File: config.mk
export PLATFORM = sky130hd
export DESIGN_NAME = rxq_top
export DESIGN_NICKNAME = d
export VERILOG_FILES = /design/src/rtl/rxq_pkg.sv /design/src/rtl/rxq_store.sv /design/src/rtl/rxq_errlog.sv /design/src/rtl/rxq_ctrl.sv /design/src/rtl/rxq_top.sv
export SDC_FILE = /design/constraint.sdc
export NUM_CORES = 1
export LEC_CHECK = 0
export BUFFER_PORTS_ARGS = -buffer_cell sky130_fd_sc_hd__buf_2
export CAP_MARGIN = 10
export CORE_UTILIZATION = 39
export CTS_CLUSTER_SIZE = 20
export DETAILED_ROUTE_END_ITERATION = 16
export MAX_ROUTING_LAYER = met4
export SLEW_MARGIN = 20
export SYNTH_ARGS = -nofsm -noshare
export SYNTH_HDL_FRONTEND = slang
export SYNTH_SLANG_ARGS = --single-unit
File: constraint.sdc
create_clock -name clk -period 9.7 [get_ports clk]
set_clock_uncertainty 0.05 [all_clocks]
set_input_delay 1.94 -clock clk [delete_from_list [all_inputs] [get_ports clk]]
set_output_delay 1.94 -clock clk [all_outputs]
set_load 0.01 [all_outputs]
File: src/rtl/rxq_pkg.sv
package rxq_pkg;
    typedef enum logic [1:0] {
        Q_HOLD  = 2'd0,
        Q_EMPTY = 2'd1,
        Q_PART  = 2'd2,
        Q_FULL  = 2'd3
    } qstate_e;

    localparam int CTL_EN   = 0;
    localparam int CTL_RXF  = 1;
    localparam int CTL_TXF  = 2;
    localparam int ERR_BRK  = 3;
    localparam int ERR_W    = 4;
    localparam int BYTE_W   = 8;
endpackage

File: src/rtl/rxq_store.sv
module rxq_store #(
    parameter int DEPTH = 16,
    parameter int AW    = 4
) (
    input  logic                      clk,
    input  logic                      wr_en,
    input  logic [AW-1:0]             wr_ptr,
    input  logic [rxq_pkg::BYTE_W-1:0] wr_data,
    input  logic [AW-1:0]             rd_ptr,
    output logic [rxq_pkg::BYTE_W-1:0] rd_data
);
    logic [rxq_pkg::BYTE_W-1:0] slot [DEPTH];

    for (genvar g = 0; g < DEPTH; g++) begin : g_slot
        always_ff @(posedge clk) begin
            if (wr_en && (wr_ptr == AW'(g))) begin
                slot[g] <= wr_data;
            end
        end
    end

    assign rd_data = slot[rd_ptr];
endmodule

File: src/rtl/rxq_errlog.sv
module rxq_errlog (
    input  logic                      clk,
    input  logic                      rst,
    input  logic                      brk_evt,
    input  logic                      err_rd,
    input  logic                      err_set,
    input  logic                      int_err_clr,
    output logic [rxq_pkg::ERR_W-1:0] err_rdata,
    output logic                      int_err
);
    import rxq_pkg::*;

    logic [ERR_W-1:0] err_q, err_d;
    logic [ERR_W-1:0] rdata_q;
    logic             int_q;

    always_comb begin
        err_d = err_rd ? '0 : err_q;
        if (brk_evt) begin
            err_d[ERR_BRK] = 1'b1;
        end
    end

    always_ff @(posedge clk) begin
        if (rst) begin
            err_q   <= '0;
            rdata_q <= '0;
            int_q   <= 1'b0;
        end else begin
            err_q <= err_d;
            if (err_rd) begin
                rdata_q <= err_q;
            end
            if (err_set) begin
                int_q <= 1'b1;
            end else if (int_err_clr) begin
                int_q <= 1'b0;
            end
        end
    end

    assign err_rdata = rdata_q;
    assign int_err   = int_q;

    a_r10_brk_flag: assert property (@(posedge clk) disable iff (rst)
        brk_evt |=> err_q[ERR_BRK]);
    a_r11_read_clears: assert property (@(posedge clk) disable iff (rst)
        (err_rd && !brk_evt) |=> (err_q == '0));
    a_r11_read_value: assert property (@(posedge clk) disable iff (rst)
        err_rd |=> (rdata_q == $past(err_q)));
    a_r12_set_wins: assert property (@(posedge clk) disable iff (rst)
        err_set |=> int_q);
endmodule

File: src/rtl/rxq_ctrl.sv
module rxq_ctrl #(
    parameter int DEPTH = 16,
    parameter int AW    = 4,
    parameter int CW    = 5
) (
    input  logic                       clk,
    input  logic                       rst,
    input  logic                       ctl_wr,
    input  logic [2:0]                 ctl_wdata,
    output logic [2:0]                 ctl_view,
    output logic                       tx_flush,
    input  logic                       push_stb,
    input  logic [rxq_pkg::BYTE_W-1:0] push_byte,
    output logic                       push_ready,
    input  logic                       brk_evt,
    input  logic                       pop_rd,
    output logic [rxq_pkg::BYTE_W-1:0] pop_data,
    output logic [8:0]                 rx_status,
    output logic                       data_ready,
    output logic                       err_set,
    output logic                       mem_wr,
    output logic [AW-1:0]              mem_wptr,
    output logic [rxq_pkg::BYTE_W-1:0] mem_wdata,
    output logic [AW-1:0]              mem_rptr,
    input  logic [rxq_pkg::BYTE_W-1:0] mem_rdata
);
    import rxq_pkg::*;

    qstate_e          st_q, st_d;
    logic             en_q, en_d;
    logic [AW-1:0]    wp_q, rp_q;
    logic [CW-1:0]    cnt_q, cnt_d;
    logic             dr_q, dr_d;
    logic [BYTE_W-1:0] hold_q, pop_q;
    logic             txf_q;

    logic flush, room, have, wr, fifo_wr, hold_wr, fifo_rd, underflow, overflow;
    logic [BYTE_W-1:0] wr_byte, rd_val;

    function automatic logic [AW-1:0] step(input logic [AW-1:0] p);
        return (p == AW'(DEPTH - 1)) ? '0 : p + 1'b1;
    endfunction

    assign flush = ctl_wr && ctl_wdata[CTL_RXF];
    assign en_d  = ctl_wr ? ctl_wdata[CTL_EN] : en_q;
    assign have  = (cnt_q != '0);

    // outputs decoded from the current state
    always_comb begin
        unique case (st_q)
            Q_HOLD:  room = !dr_q;
            Q_EMPTY: room = 1'b1;
            Q_PART:  room = 1'b1;
            Q_FULL:  room = 1'b0;
        endcase
    end

    always_comb begin
        push_ready = room && !brk_evt && !flush;
        wr         = (push_stb && push_ready) || (brk_evt && room && !flush);
        wr_byte    = brk_evt ? '0 : push_byte;
        fifo_wr    = wr && en_q;
        hold_wr    = wr && !en_q;
        fifo_rd    = pop_rd && en_q && have;
        underflow  = pop_rd && en_q && !have;
        overflow   = en_q && (push_stb || brk_evt) && (st_q == Q_FULL) && !flush;
        rd_val     = en_q ? (have ? mem_rdata : '0) : hold_q;
    end

    always_comb begin
        if (flush) begin
            cnt_d = '0;
        end else begin
            cnt_d = cnt_q + CW'(fifo_wr) - CW'(fifo_rd);
        end
        if (flush) begin
            dr_d = 1'b0;
        end else if (wr) begin
            dr_d = 1'b1;
        end else if (en_q ? (fifo_rd && cnt_q == CW'(1)) : pop_rd) begin
            dr_d = 1'b0;
        end else begin
            dr_d = dr_q;
        end
    end

    // next state
    always_comb begin
        if (!en_d) begin
            st_d = Q_HOLD;
        end else if (cnt_d == '0) begin
            st_d = Q_EMPTY;
        end else if (cnt_d == CW'(DEPTH)) begin
            st_d = Q_FULL;
        end else begin
            st_d = Q_PART;
        end
    end

    // state register
    always_ff @(posedge clk) begin
        if (rst) begin
            st_q <= Q_HOLD;
        end else begin
            st_q <= st_d;
        end
    end

    always_ff @(posedge clk) begin
        if (rst) begin
            en_q   <= 1'b0;
            wp_q   <= '0;
            rp_q   <= '0;
            cnt_q  <= '0;
            dr_q   <= 1'b0;
            hold_q <= '0;
            pop_q  <= '0;
            txf_q  <= 1'b0;
        end else begin
            en_q  <= en_d;
            cnt_q <= cnt_d;
            dr_q  <= dr_d;
            txf_q <= ctl_wr && ctl_wdata[CTL_TXF];
            if (flush) begin
                wp_q <= '0;
                rp_q <= '0;
            end else begin
                if (fifo_wr) wp_q <= step(wp_q);
                if (fifo_rd) rp_q <= step(rp_q);
            end
            if (hold_wr) hold_q <= wr_byte;
            if (pop_rd)  pop_q  <= rd_val;
        end
    end

    logic [7:0] cnt8;
    logic       full_flag;
    assign cnt8      = 8'(cnt_q);
    assign full_flag = (cnt_q == CW'(DEPTH));

    assign rx_status  = full_flag ? 9'h100 : {1'b0, cnt8};
    assign data_ready = dr_q;
    assign ctl_view   = {2'b00, en_q};
    assign tx_flush   = txf_q;
    assign pop_data   = pop_q;
    assign err_set    = overflow || underflow;
    assign mem_wr     = fifo_wr;
    assign mem_wptr   = wp_q;
    assign mem_wdata  = wr_byte;
    assign mem_rptr   = rp_q;

    a_r3_count_bound: assert property (@(posedge clk) disable iff (rst)
        cnt_q <= CW'(DEPTH));
    a_r4_full_not_ready: assert property (@(posedge clk) disable iff (rst)
        (st_q == Q_FULL) |-> (!push_ready && rx_status[8]));
    a_r7_pushpop_count: assert property (@(posedge clk) disable iff (rst)
        (fifo_wr && fifo_rd && !flush) |=> (cnt_q == $past(cnt_q)));
    a_r8_flush_clears: assert property (@(posedge clk) disable iff (rst)
        flush |=> (cnt_q == '0 && !dr_q && rx_status == 9'h000));
    a_r5_underflow_zero: assert property (@(posedge clk) disable iff (rst)
        underflow |=> (pop_data == '0));
    a_r9_hold_keeps: assert property (@(posedge clk) disable iff (rst)
        (!en_q && dr_q && !pop_rd && !flush) |=> $stable(hold_q));
endmodule

File: src/rtl/rxq_top.sv
module rxq_top #(
    parameter int DEPTH = 16
) (
    input  logic       clk,
    input  logic       rst,
    input  logic       ctl_wr,
    input  logic [2:0] ctl_wdata,
    output logic [2:0] ctl_view,
    output logic       tx_flush,
    input  logic       push_stb,
    input  logic [7:0] push_byte,
    output logic       push_ready,
    input  logic       brk_evt,
    input  logic       pop_rd,
    output logic [7:0] pop_data,
    output logic [8:0] rx_status,
    output logic       data_ready,
    input  logic       err_rd,
    output logic [3:0] err_rdata,
    output logic       int_err,
    input  logic       int_err_clr
);
    localparam int AW = (DEPTH > 1) ? $clog2(DEPTH) : 1;
    localparam int CW = $clog2(DEPTH + 1);

    logic          err_set, mem_wr;
    logic [AW-1:0] mem_wptr, mem_rptr;
    logic [7:0]    mem_wdata, mem_rdata;

    rxq_ctrl #(.DEPTH(DEPTH), .AW(AW), .CW(CW)) u_ctrl (
        .clk(clk), .rst(rst),
        .ctl_wr(ctl_wr), .ctl_wdata(ctl_wdata), .ctl_view(ctl_view), .tx_flush(tx_flush),
        .push_stb(push_stb), .push_byte(push_byte), .push_ready(push_ready),
        .brk_evt(brk_evt), .pop_rd(pop_rd), .pop_data(pop_data),
        .rx_status(rx_status), .data_ready(data_ready), .err_set(err_set),
        .mem_wr(mem_wr), .mem_wptr(mem_wptr), .mem_wdata(mem_wdata),
        .mem_rptr(mem_rptr), .mem_rdata(mem_rdata)
    );

    rxq_store #(.DEPTH(DEPTH), .AW(AW)) u_store (
        .clk(clk), .wr_en(mem_wr), .wr_ptr(mem_wptr), .wr_data(mem_wdata),
        .rd_ptr(mem_rptr), .rd_data(mem_rdata)
    );

    rxq_errlog u_err (
        .clk(clk), .rst(rst), .brk_evt(brk_evt), .err_rd(err_rd),
        .err_set(err_set), .int_err_clr(int_err_clr),
        .err_rdata(err_rdata), .int_err(int_err)
    );
endmodule

Word-level counts from Yosys, hierarchy flattened. Memory sizes are Yosys's and may differ from the RTL's. A register that Yosys moved wholly into a read port is not among the register bits. Cells that the tools add are included.

Register bits: 37. Bits in writable memories: 128. Output and inout port bits: 28. Memories: 1.

Memory list: u_store.slot (words 16, bits a word 8, read ports 1, clocked after Yosys merged registers in 1, wr ports 1, RTL line rxq_store.sv:12) `logic [rxq_pkg::BYTE_W-1:0] slot [DEPTH];`.

Add/sub/neg operators: 4. Eq/ne operators: 22. Mux-type cells: 97. Bitwise operators: 1. Reductions and logical operators: 66.

Operator list (count): 2-to-1 mux 8 bit (18); OR reduction 8 bit (15); 2-to-1 mux 4 bit (20); 2-to-1 mux 1 bit (56); == test 4 bit, second input constant (9); logical AND 1 bit (32); == test 4 x 3 -> 1 bit, second input constant (4); == test 5 bit, second input constant (2); 2-to-1 mux 9 bit (1); adder 4 x 1 -> 4 bit, second input constant (2); == test 4 x 2 -> 1 bit, second input constant (2); nonzero test 2 bit (3); OR reduction 2 bit (3); adder 5 x 1 -> 5 bit (1); == test 5 x 1 -> 1 bit, second input constant (1); logical NOT 1 bit (5); logical NOT 5 bit (1); 2-to-1 mux 5 bit (1); nonzero test 5 bit (1); subtractor 5 x 1 -> 5 bit (1); == test 2 bit, second input constant (2); == test 4 x 1 -> 1 bit, second input constant (1); logical NOT 4 bit (1); logical OR 1 bit (3); 5 further kinds (5).

Logic depth before layout (Yosys ltp).
Depth in word-level cells: 27. Depth in mapped cells: 14. Depth with buffers taken out: 13.

Cells and area by module. From an unflattened synthesis, not the netlist that was laid out.

Cell total of the unflattened synthesis: 444. Area, all modules: 6915.4 um2.

Modules (own cells, without submodules): rxq_store (instances 1, cells each 221, area an instance 4987.3 um2); rxq_ctrl (instances 1, cells each 208, area an instance 1794.2 um2); rxq_errlog (instances 1, cells each 15, area an instance 133.9 um2).

Worst setup path after synthesis. OpenSTA, ideal clock, no wires.

Kind: input port to flip-flop. Start point: input port ctl_wr. End point: register u_ctrl.st_q[0]. Data arrival time: 4730 ps. Slack: 4846 ps. Cell stages on the path: 12. Path buffers: 1. Cell sequence: o2bb2ai_2 a2111oi_4 clkbuf_1 inv_1 ha_1 inv_1 ha_1 fa_1 xor2_1 nor3_1 or3b_2 a31oi_1.

Longest elaborated chain between the ends: 12. Elaborated cells between the ends (all ways): 17. Those cells by class: 2 x add/sub; 1 x eq/ne; 4 x mux; 1 x bitwise; 9 x reduce/logical.

Ends and longest elaborated chain: start: declaration (RTL line rxq_top.sv:6) `input logic ctl_wr,`; logical AND 1 bit (RTL line rxq_ctrl.sv:44) `assign flush = ctl_wr && ctl_wdata[CTL_RXF];`; logical NOT 1 bit (RTL line rxq_ctrl.sv:59, rxq_ctrl.sv:60); logical AND 1 bit (RTL line rxq_ctrl.sv:59) `push_ready = room && !brk_evt && !flush;`; logical AND 1 bit (RTL line rxq_ctrl.sv:60) `wr = (push_stb && push_ready) || (brk_evt && room && !flush);`; logical OR 1 bit (RTL line rxq_ctrl.sv:60); logical AND 1 bit (RTL line rxq_ctrl.sv:62) `fifo_wr = wr && en_q;`; adder 5 x 1 -> 5 bit (RTL line rxq_ctrl.sv:74) `cnt_d = cnt_q + CW'(fifo_wr) - CW'(fifo_rd);`; subtractor 5 x 1 -> 5 bit (RTL line rxq_ctrl.sv:74); 2-to-1 mux 5 bit (RTL line rxq_ctrl.sv:71) `if (flush) begin`; == test 5 bit (RTL line rxq_ctrl.sv:93) `end else if (cnt_d == CW'(DEPTH)) begin`; 2-to-1 mux 1 bit (RTL line rxq_ctrl.sv:93); 2-to-1 mux 1 bit (RTL line rxq_ctrl.sv:91) `end else if (cnt_d == '0) begin`; end signal: assignment (RTL line rxq_ctrl.sv:105) `st_q <= st_d;`; end: declaration (RTL line rxq_ctrl.sv:29) `qstate_e st_q, st_d;`.

Several ways; a longest one is shown, not always the timed one. A chain may end at the register's enable or synchronous reset.

Worst setup path after layout.
Start point: input port brk_evt. End point: register u_ctrl.st_q[0].

Longest elaborated chain between the ends: 12. Elaborated cells between the ends (all ways): 15. Those cells by class: 2 x add/sub; 1 x eq/ne; 3 x mux; 9 x reduce/logical.

Ends and longest elaborated chain: start: declaration (RTL line rxq_top.sv:13) `input logic brk_evt,`; logical NOT 1 bit (RTL line rxq_ctrl.sv:59); logical AND 1 bit (2 in series) (RTL line rxq_ctrl.sv:59); logical AND 1 bit (RTL line rxq_ctrl.sv:60); logical OR 1 bit * (RTL line rxq_ctrl.sv:60); logical AND 1 bit * (RTL line rxq_ctrl.sv:62); adder 5 x 1 -> 5 bit * (RTL line rxq_ctrl.sv:74); subtractor 5 x 1 -> 5 bit * (RTL line rxq_ctrl.sv:74); 2-to-1 mux 5 bit * (RTL line rxq_ctrl.sv:71); == test 5 bit (RTL line rxq_ctrl.sv:93); 2-to-1 mux 1 bit (RTL line rxq_ctrl.sv:93); 2-to-1 mux 1 bit * (RTL line rxq_ctrl.sv:91).

Every way passes the cells marked *; elsewhere a longest branch is shown, timed or not.

==> impl_metrics.toml <==
[outcome]
status = "finished, final reports clean"

[cells_and_area]
fin_util_pct = 45.1
diodes = 0
layout-drive-gt1-share_pct = 19.5
areaGrowthSynthToFinish_pct = 13.6
n_fill_cell = 1567
final_nets = 574

[route]
dr_total_vias = 4135
avgViaCountPerCell = 5.28
wl_per_cell_um = 20.1
drc = 0
drtIter0Drc = 442
dr.pass1.iters = 4
drtAntennaViolNets = 0
drt_wl_total_um = 15700

[worst_setup_path]
required_ns = 10.00
critical_path_class = "primary input to flop"
worstPathArrival_ns = 5.36
cp-start-kind = "primary input"
path_max_fanout = 17
cp-end-kind = "flop"

[sta]
period_needed_ns = 5.06
drv_slew = 0
period_share_pct = 52.2
rsz0062_at_grt = "no"
fmax_mhz = 198
hold_slack_ns = 0.438
worst_slew_pin_slew_ns = 0.917
hold_violations = 0
setup_viol = 0
relSlewSlack_pct = 38.7
setup_tns_ns = 0

[die]
rows = 49
die_area_um2 = 18800
die_h_um = 137
num_io_pins = 47
die_width_um = 137
core_area_um2 = 18000
initial_utilization_pct = 39.7

[grt]
grt_pass1_wl_um = 24000
grt_antenna_before_repair = 0
grt_pass1_vias = 4114
grt_overflow = 0
grt_max_degree = 43
track_usage_pct = 18.6

[synth]
synthDistinctLibCells = 50
async_reset_ff_share_pct = 0
synth_top_area_share_pct = 53.9
synth_seq_cells = 169
synth_top_cells_by_area = "edfxtp_1, dfxtp_1, mux2i_1, mux4_2, nor2_1"
syn_area_per_cell_um2 = 14.1
syn_area_um2 = 7130
synth_edf_count = 128
synth_top_cell_by_area = "edfxtp_1"
syn-instance-count = 504
synth-seq-area-share_pct = 65.4
ys.flop_type = "edfxtp_1"
yosysWarnings = 0

[clock_network]
numCtsBuffers = 17
clock-root-buffer = "clkbuf_16"
clockBufferDepth = 2
clkTransAtPathRegs_ns = 0.06
post_cts_buffers = 0
insertion_delay_ns = 0.43
cts_tree = "yes"
holdBufCountCts = 0
cts.sinks = 169
cts_max_level = 4
cts.repair.resized = 0

[pwr]
ir_drop_uv = 121
power-per-cell-area_nw_per_um2 = 199
power.switching_w = 0.000377
p_leak_nw = 2.78
power.share.combinational_pct = 9.7
swShare_pct = 23.4
p_int_w = 0.00123
power.share.sequential_pct = 50.2
pwr-share-clk_pct = 40.2

[worst_hold_path]
hold_class = "flop to flop"

[placed_design]
port_buffers = 38
dp_hpwl_um = 10300
globalplace.congestion = 0.807

[job]
maxCapViolCount = 0
==> critical path, cell delays in order <==
cell       delay (ns)
buf_2            0.26
o2bb2ai_2        0.15
a2111oi_4        0.78
inv_1            0.10
ha_1             0.31
inv_1            0.04
ha_1             0.22
fa_1             0.44
xor2_1           0.20
nor3_1           0.28
or3b_2           0.48
a31oi_1          0.16
==> final timing paths <==
| kind | slack (ns) | depth (start not counted) | startpoint | endpoint |
|---|---|---|---|---|
| worst max-delay path | 4.64 | 12 | brk_evt | u_ctrl.st_q[0]$_SDFF_PP0_ |
| worst min register to register | 0.44 | 2 | u_err.err_rdata[3]$_SDFFE_PP0P_ | u_err.err_rdata[3]$_SDFFE_PP0P_ |
| worst min-delay path | 0.44 | 2 | u_err.err_rdata[3]$_SDFFE_PP0P_ | u_err.err_rdata[3]$_SDFFE_PP0P_ |
| worst max register to register | 5.53 | 11 | u_ctrl.en_q$_SDFF_PP0_ | u_ctrl.st_q[0]$_SDFF_PP0_ |
==> area by class of cell <==
type / instances / area (µm²) / area share (%)
Sequential cell: 169 / 4670 / 57.6
Multi-Input combinational cell: 288 / 2240 / 27.7
Clock buffer: 23 / 520 / 6.43
Tap cell: 229 / 287 / 3.54
Timing Repair Buffer: 46 / 250 / 3.09
Inverter: 19 / 71.3 / 0.881
Clock inverter: 9 / 61.3 / 0.757
==> Yosys cell counts (2+ instances only) <==
cell       number
and2_1          4
edfxtp_1      128
clkbuf_1       16
nand2_1        13
nor2b_1        16
inv_1          19
a31oi_1         5
or2_2           4
a2bb2oi_1       8
nor3_1          9
nand2b_1        3
nor2_1         46
buf_2           4
dfxtp_1        41
or3b_2          2
xor2_1          2
o31ai_1         5
nand3_1         2
a22o_1          8
mux2i_1        54
buf_4          14
mux2_2          8
o21ai_0         9
a2111oi_4       2
ha_1           13
nor3b_1         2
xnor2_1         4
mux4_2          8
o22ai_1        16
a21oi_1         6
o41ai_1         3
and3_1         12
==> flip-flops by register name (all words and copies together), names as in the netlist, named ones only <==
signal and cells:
u_ctrl.cnt_q 5, u_err.err_q 1, u_ctrl.hold_q 8, u_ctrl.mem_rptr 4, u_ctrl.en_q 1, u_ctrl.tx_flush 1, u_ctrl.pop_data 8, u_err.err_rdata 1
u_ctrl.data_ready 1, u_ctrl.mem_wptr 4, u_store.slot 128, u_err.int_err 1, u_ctrl.st_q 2
==> through the flow <==
stage / instances / total power (W) / worst slack (ns) / area (µm²)
after floorplan: 511 / 0.000937 / 4.85 / 7160
after global placement: 751 / 0.000971 / 4.41 / 7500
after detailed placement: 751 / 0.000977 / 4.26 / 7510
after CTS: 783 / 0.00162 / 4.71 / 8090
after global routing: 783 / 0.00167 / 4.39 / 8100
final: 783 / 0.00161 / 4.64 / 8100
==> logic make-up after synthesis <==
kind of cell | after synthesis | synth area share (%)
simple gates | 118 | 8.41
compound gates | 72 | 7.79
fa+ha+maj | 14 | 2.56
mux | 70 | 11.4
buf+inv | 54 | 3.65
other cells | 1 | 0.0526
xor+xnor | 6 | 0.737
flops | 169 | 65.4
==> per-layer routing <==
layer | wire length [µm] | vias to the layer above | track usage [%] | share of wire [%]
met5 | 0 | - | - | 0
met4 | 339 | 0 | 7.57 | 2.2
met3 | 718 | 21 | 3.83 | 4.6
met2 | 7290 | 113 | 28.1 | 46
met1 | 7360 | 2060 | 24.4 | 47
li1 | - | 1941 | - | -
==> power groups by stage <==
| stage | logic, W | clock network, W | registers [W] |
|---|---|---|---|
| floorplan | 0.000117 | 0 | 0.000820 |
| global placement | 0.000148 | 0 | 0.000823 |
| detailed placement | 0.000153 | 0 | 0.000824 |
| CTS | 0.000154 | 0.000654 | 0.000808 |
| global route | 0.000170 | 0.000686 | 0.000810 |
| finish | 0.000156 | 0.000647 | 0.000808 |
==> cell usage in the layout, fill, tap and decap left out, types with 9 or more instances in the layout <==
cell type and n:
and3_1 12, clkbuf_16 19, mux2i_1 54, dfxtp_1 40
edfxtp_1 128, ha_1 13, nand2_1 13, nor2b_1 13
inv_1 19, nor2_1 46, o22ai_1 16, o21ai_0 9
buf_2 38
Power figures use the tool's default switching activity.
